==> config.mk <==
export PLATFORM = sky130hd
export DESIGN_NAME = wake_reload_timer
export DESIGN_NICKNAME = d
export VERILOG_FILES = /design/src/rtl/wkt_pkg.sv /design/src/rtl/wkt_sync.sv /design/src/rtl/wkt_counter.sv /design/src/rtl/wkt_flag.sv /design/src/rtl/wake_reload_timer.sv
export SDC_FILE = /design/constraint.sdc
export NUM_CORES = 1
export LEC_CHECK = 0
export ABC_AREA = 1
export BUFFER_PORTS_ARGS = -buffer_cell sky130_fd_sc_hd__buf_2
export CAP_MARGIN = 20
export CORE_MARGIN = 1
export CORE_UTILIZATION = 40
export DETAILED_ROUTE_END_ITERATION = 12
export GPL_ROUTABILITY_DRIVEN = 0
export SLEW_MARGIN = 5
export SYNTH_ARGS = -nofsm -noshare
export SYNTH_HDL_FRONTEND = slang
export SYNTH_SLANG_ARGS = --single-unit
export TNS_END_PERCENT = 5
==> constraint.sdc <==
create_clock -name clk_i -period 2.85 [get_ports clk_i]
set_input_delay 0.4275 -clock clk_i [delete_from_list [all_inputs] [get_ports clk_i]]
set_output_delay 0.4275 -clock clk_i [all_outputs]
set_load 0.01 [all_outputs]
==> src/rtl/wkt_pkg.sv <==
package wkt_pkg;

  typedef enum logic [1:0] {
    ACT_HOLD = 2'd0,
    ACT_LOAD = 2'd1,
    ACT_DEC  = 2'd2,
    ACT_WRAP = 2'd3
  } cnt_act_e;

  // Chooses what the counter does at the coming edge.
  function automatic cnt_act_e pick_action(input logic run_now,
                                           input logic run_prev,
                                           input logic at_zero);
    if (!run_now)      return ACT_HOLD;
    else if (!run_prev) return ACT_LOAD;
    else if (at_zero)   return ACT_WRAP;
    else                return ACT_DEC;
  endfunction

endpackage

==> src/rtl/wkt_sync.sv <==
module wkt_sync #(
  parameter int STAGES = 2
) (
  input  logic clk_i,
  input  logic rst_ni,
  input  logic d_i,
  output logic first_o,
  output logic q_o
);
  logic [STAGES-1:0] chain_q;

  for (genvar g = 0; g < STAGES; g++) begin : g_stage
    always_ff @(posedge clk_i or negedge rst_ni) begin
      if (!rst_ni)
        chain_q[g] <= 1'b0;
      else if (g == 0)
        chain_q[g] <= d_i;
      else
        chain_q[g] <= chain_q[(g == 0) ? 0 : g-1];
    end
  end

  assign first_o = chain_q[0];
  assign q_o     = chain_q[STAGES-1];
endmodule

==> src/rtl/wkt_counter.sv <==
module wkt_counter
  import wkt_pkg::*;
#(
  parameter int CNT_W = 16
) (
  input  logic             clk_i,
  input  logic             rst_ni,
  input  logic             run_s_i,
  input  logic [CNT_W-1:0] reload_i,
  output logic [CNT_W-1:0] count_o,
  output logic             hit_o
);
  logic             run_d_q;
  logic [CNT_W-1:0] cnt_q;
  cnt_act_e         act;

  assign act     = pick_action(run_s_i, run_d_q, cnt_q == '0);
  assign hit_o   = (act == ACT_WRAP);
  assign count_o = cnt_q;

  always_ff @(posedge clk_i or negedge rst_ni) begin
    if (!rst_ni) begin
      run_d_q <= 1'b0;
      cnt_q   <= '0;
    end else begin
      run_d_q <= run_s_i;
      case (act)
        ACT_LOAD, ACT_WRAP: cnt_q <= reload_i;
        ACT_DEC:            cnt_q <= cnt_q - 1'b1;
        default:            cnt_q <= cnt_q;
      endcase
    end
  end

  a_r4_load_on_start: assert property (@(posedge clk_i) disable iff (!rst_ni)
    (run_s_i && !run_d_q) |=> (cnt_q == $past(reload_i)));
  a_r5_step_down: assert property (@(posedge clk_i) disable iff (!rst_ni)
    (run_s_i && run_d_q && cnt_q != '0) |=> (cnt_q == $past(cnt_q) - 1'b1));
  a_r5_wrap_reload: assert property (@(posedge clk_i) disable iff (!rst_ni)
    (run_s_i && run_d_q && cnt_q == '0) |=> (cnt_q == $past(reload_i)));
  a_r9_freeze: assert property (@(posedge clk_i) disable iff (!rst_ni)
    !run_s_i |=> $stable(cnt_q));
endmodule

==> src/rtl/wkt_flag.sv <==
module wkt_flag (
  input  logic clk_i,
  input  logic rst_ni,
  input  logic hit_i,
  input  logic clr_i,
  output logic flag_o,
  output logic irq_o
);
  logic flag_q, irq_q;

  always_ff @(posedge clk_i or negedge rst_ni) begin
    if (!rst_ni) begin
      flag_q <= 1'b0;
      irq_q  <= 1'b0;
    end else begin
      irq_q <= hit_i;
      if (hit_i)      flag_q <= 1'b1;
      else if (clr_i) flag_q <= 1'b0;
    end
  end

  assign flag_o = flag_q;
  assign irq_o  = irq_q;

  a_r6_set_with_pulse: assert property (@(posedge clk_i) disable iff (!rst_ni)
    hit_i |=> (flag_q && irq_q));
  a_r6_single_pulse: assert property (@(posedge clk_i) disable iff (!rst_ni)
    !hit_i |=> !irq_q);
  a_r7_clear: assert property (@(posedge clk_i) disable iff (!rst_ni)
    (clr_i && !hit_i) |=> !flag_q);
  a_r8_set_wins: assert property (@(posedge clk_i) disable iff (!rst_ni)
    (clr_i && hit_i) |=> flag_q);
endmodule

==> src/rtl/wake_reload_timer.sv <==
module wake_reload_timer #(
  parameter int              CNT_W       = 16,
  parameter int              SYNC_STAGES = 2,
  parameter logic [CNT_W-1:0] RELOAD_RST = '1
) (
  input  logic             clk_i,
  input  logic             rst_ni,
  input  logic             run_req_i,
  input  logic             rld_we_i,
  input  logic [CNT_W-1:0] rld_data_i,
  input  logic             flag_we_i,
  input  logic             flag_data_i,
  output logic             wr_ok_o,
  output logic             wake_flag_o,
  output logic             wake_irq_o,
  output logic [CNT_W-1:0] count_o,
  output logic [CNT_W-1:0] reload_o
);
  logic             run_first, run_s;
  logic             hit;
  logic             rld_take;
  logic             flag_clr;
  logic [CNT_W-1:0] reload_q;

  wkt_sync #(.STAGES(SYNC_STAGES)) u_sync (
    .clk_i   (clk_i),
    .rst_ni  (rst_ni),
    .d_i     (run_req_i),
    .first_o (run_first),
    .q_o     (run_s)
  );

  assign wr_ok_o  = ~run_s;
  assign rld_take = rld_we_i && !run_req_i && wr_ok_o;
  assign flag_clr = flag_we_i && !flag_data_i;

  always_ff @(posedge clk_i or negedge rst_ni) begin
    if (!rst_ni)       reload_q <= RELOAD_RST;
    else if (rld_take) reload_q <= rld_data_i;
  end
  assign reload_o = reload_q;

  wkt_counter #(.CNT_W(CNT_W)) u_cnt (
    .clk_i    (clk_i),
    .rst_ni   (rst_ni),
    .run_s_i  (run_s),
    .reload_i (reload_q),
    .count_o  (count_o),
    .hit_o    (hit)
  );

  wkt_flag u_flag (
    .clk_i  (clk_i),
    .rst_ni (rst_ni),
    .hit_i  (hit),
    .clr_i  (flag_clr),
    .flag_o (wake_flag_o),
    .irq_o  (wake_irq_o)
  );

  a_r3_write_blocked: assert property (@(posedge clk_i) disable iff (!rst_ni)
    (rld_we_i && (run_req_i || !wr_ok_o)) |=> $stable(reload_q));
  a_r3_write_taken: assert property (@(posedge clk_i) disable iff (!rst_ni)
    (rld_we_i && !run_req_i && wr_ok_o) |=> (reload_q == $past(rld_data_i)));
  a_r2_falls_after_first: assert property (@(posedge clk_i) disable iff (!rst_ni)
    (run_first && wr_ok_o) |=> !wr_ok_o);
  a_r2_rises_after_first: assert property (@(posedge clk_i) disable iff (!rst_ni)
    (!run_first && !wr_ok_o) |=> wr_ok_o);
endmodule

==> metrics.csv <==
metric,value,unit
status,completed,
final hold vios,0,
Post-DP HPWL,3290,µm
Clock power frac,0.243,
Synth Area in Compound Gates,0.0479,
Rows,25,
number of global-route vias before repair,1565,
WP data arrival,2.25,ns
Skew-Pair Late Insertion Delay,0.29,ns
Mean Syn Cell Area,8.70,µm²
Via Count,1738,
layout cells sized above 1,0.402,
Simple-Gate Fraction of Synth Area,0.337,
Die H,73.4,µm
Max Fclk,481,MHz
post-synthesis mux area share,0.0553,
Num CTS Buffers,5,
initial drt markers,74,
clock slew at reported path FFs,0.07,ns
crit-path max FO,20,
final slew viol count,0,
Syn. warnings,0,
"EDFF count, synth",0,
CP Data Required Time,3.03,ns
worst-case clock buffer depth,2,
setup bufs post-CTS,0,
post-synthesis xor/xnor area fraction,0.00860,
worst slew pin tran,0.808,ns
setup violators final,0,
MaxCap Viol Count,0,
Synth Register Bits,37,
DR WL/cell,12.6,µm
final worst-path cycle share,0.729,
HP Class,input port to asynchronous set/reset pin,
top post-synthesis cells by area,"dfrtp_1 26%, dfstp_2 21%, nand2_1 9.8%",
Synth Flop Type,dfrtp_1,
post-synthesis sequential area ratio,0.464,
pwr dens,643,nW/µm²
Slew headroom,0.462,
I/O Buffers,56,
LEAKAGE,1.25,nW
Comb pwr share,0.284,
Vias/cell,4.85,
Peak VDD IR,305,µV
nets,313,
Yosys top cell by area,dfrtp_1,
Global Route Usage Sum,0.182,
Flop pwr share,0.474,
synthesized area,2040,µm²
top cell type's share of synthesized area,0.258,
Root Buffer,clkbuf_8,
Sw Pwr,0.000537,W
antenna cell count,0,
WL final,4510,µm
crit start category,flip-flop,
DR DRC count,0,
Fin Setup TNS,0,ns
Setup crit end kind,flip-flop,
PostCTS Resize Cnt,0,
net count after synthesis,257,
worst-case clock skew,0.00640,ns
CTS tree,built,
largest net degree at the start of global routing,38,
antenna violations before repair,0,
Die Area,5380,µm²
Int Power,0.00103,W
area delta synth->final,19.2,%
IO Pins,57,
DIE WIDTH,73.4,µm
pre-CTS setup slack,0.776,ns
Overflow after GRT,0,
Routed Antenna Nets,0,
core area,4820,µm²
Syn Inst Count,234,
first-pass GRT wire length,7400,µm
Final Critical Period,2.08,ns
critical path class,flip-flop to flip-flop,
Initial DRT Pass Iterations,4,
area share of fa/ha/maj cells after synthesis,0.00614,
Switching Share,0.344,
main combinational cell family by area after synthesis,simple AND/OR/NAND/NOR gates,
Worst Slack Setup Final,0.772,ns
Starting Density,0.423,
H-tree levels,2,
RSZ-0062 raised after global routing,false,
Post-synth ARST share,1.00,
# hold bufs at CTS,0,
"Distinct cells, synth",25,
CTS sink count,37,
-- routing by layer --
| layer | global-route usage | routed length [µm] |
|---|---|---|
| met1 | 0.251 | 2170 |
| met5 | 0 | 0 |
| met3 | 0.0453 | 176 |
| met2 | 0.287 | 2130 |
| met4 | 0.0449 | 32 |
-- Yosys cell counts (all sizes together) (2+ instances only) --
cell type	n
nand2	57
nand3	36
nor2	31
inv	25
dfrtp	21
dfstp	16
mux2	10
o21ai	9
a21oi	8
buf	7
nand3b	4
nand4	3
nor3	2
xor2	2
-- power by group through the flow --
stage	Sequential (W)	Combinational (W)	Clock, W
CTS	0.000741	0.000448	0.000392
floorplan	0.000778	0.000250	0
detailed placement	0.000749	0.000445	0
global route	0.000755	0.000500	0.000408
global placement	0.000748	0.000443	0
finish	0.000740	0.000443	0.000379
-- layout by cell type, fill, tap and decap left out, drive strengths merged --
cell,n
nand4,3
nor3,2
mux2,10
nor2,31
dfrtp,21
nand3,36
dfstp,16
ha,1
o21ai,9
o211ai,1
nand3b,4
buf,57
xor2,2
clkbuf,8
a21oi,8
inv,25
nand2,57
-- cell type report --
class / instances / area, µm²
Clock buffer: 8 / 90.1
Fill cell: 516 / 2390
Inverter: 25 / 93.8
Multi-Input combinational cell: 164 / 927
Sequential cell: 37 / 946
Tap cell: 67 / 83.8
Timing Repair Buffer: 57 / 288
-- critical path, cell delays in order (launching register included) --
cell,delay [ns]
dfrtp_1,0.38
inv_1,0.11
ha_1,0.20
nand2_1,0.12
nor2_2,0.13
nand2_2,0.08
nand2_2,0.37
inv_1,0.32
nand3_1,0.17
nand3_2,0.08
-- through the flow --
| step | cell area [µm²] | cells | utilization | total power (W) | hold slack [ns] |
|---|---|---|---|---|---|
| final | 2430 | 358 | 0.504 | 0.00156 | 0.227 |
| after detailed placement | 2340 | 350 | 0.485 | 0.00119 | 0.336 |
| after floorplan | 2040 | 234 | - | 0.00103 | 0.132 |
| after CTS | 2430 | 358 | 0.504 | 0.00158 | 0.252 |
| after global placement | 2340 | 350 | 0.485 | 0.00119 | 0.334 |
| after global routing | 2430 | 358 | 0.504 | 0.00166 | 0.260 |
-- state kept, by name, summed over array words and instances (netlist names) --
signal	count
u_sync.first_o	1
u_cnt.count_o	16
u_cnt.run_d_q	1
u_sync.q_o	1
u_flag.irq_o	1
reload_o	16
u_flag.flag_o	1
-- final timing paths --
kind	start	to	slack, ns	cells past startpoint
max in group asynchronous	rst_ni	u_cnt.count_o[7]	2.11	1
min in group clk_i	run_req_i	u_sync.first_o	0.26	1
min	rst_ni	u_cnt.count_o[3]	0.23	1
max	u_cnt.count_o[0]	u_cnt.count_o[14]	0.77	9
max reg2reg	u_cnt.count_o[0]	u_cnt.count_o[14]	0.77	9
min reg2reg	u_sync.first_o	u_sync.q_o	0.36	0
-- cell families after synthesis --
logic type | after synthesis
buf+inv | 33
flops | 37
mux | 10
simple gates | 133
xor+xnor | 2
compound gates | 18
fa+ha+maj | 1
Note: power is estimated with default switching activity, not from simulation.
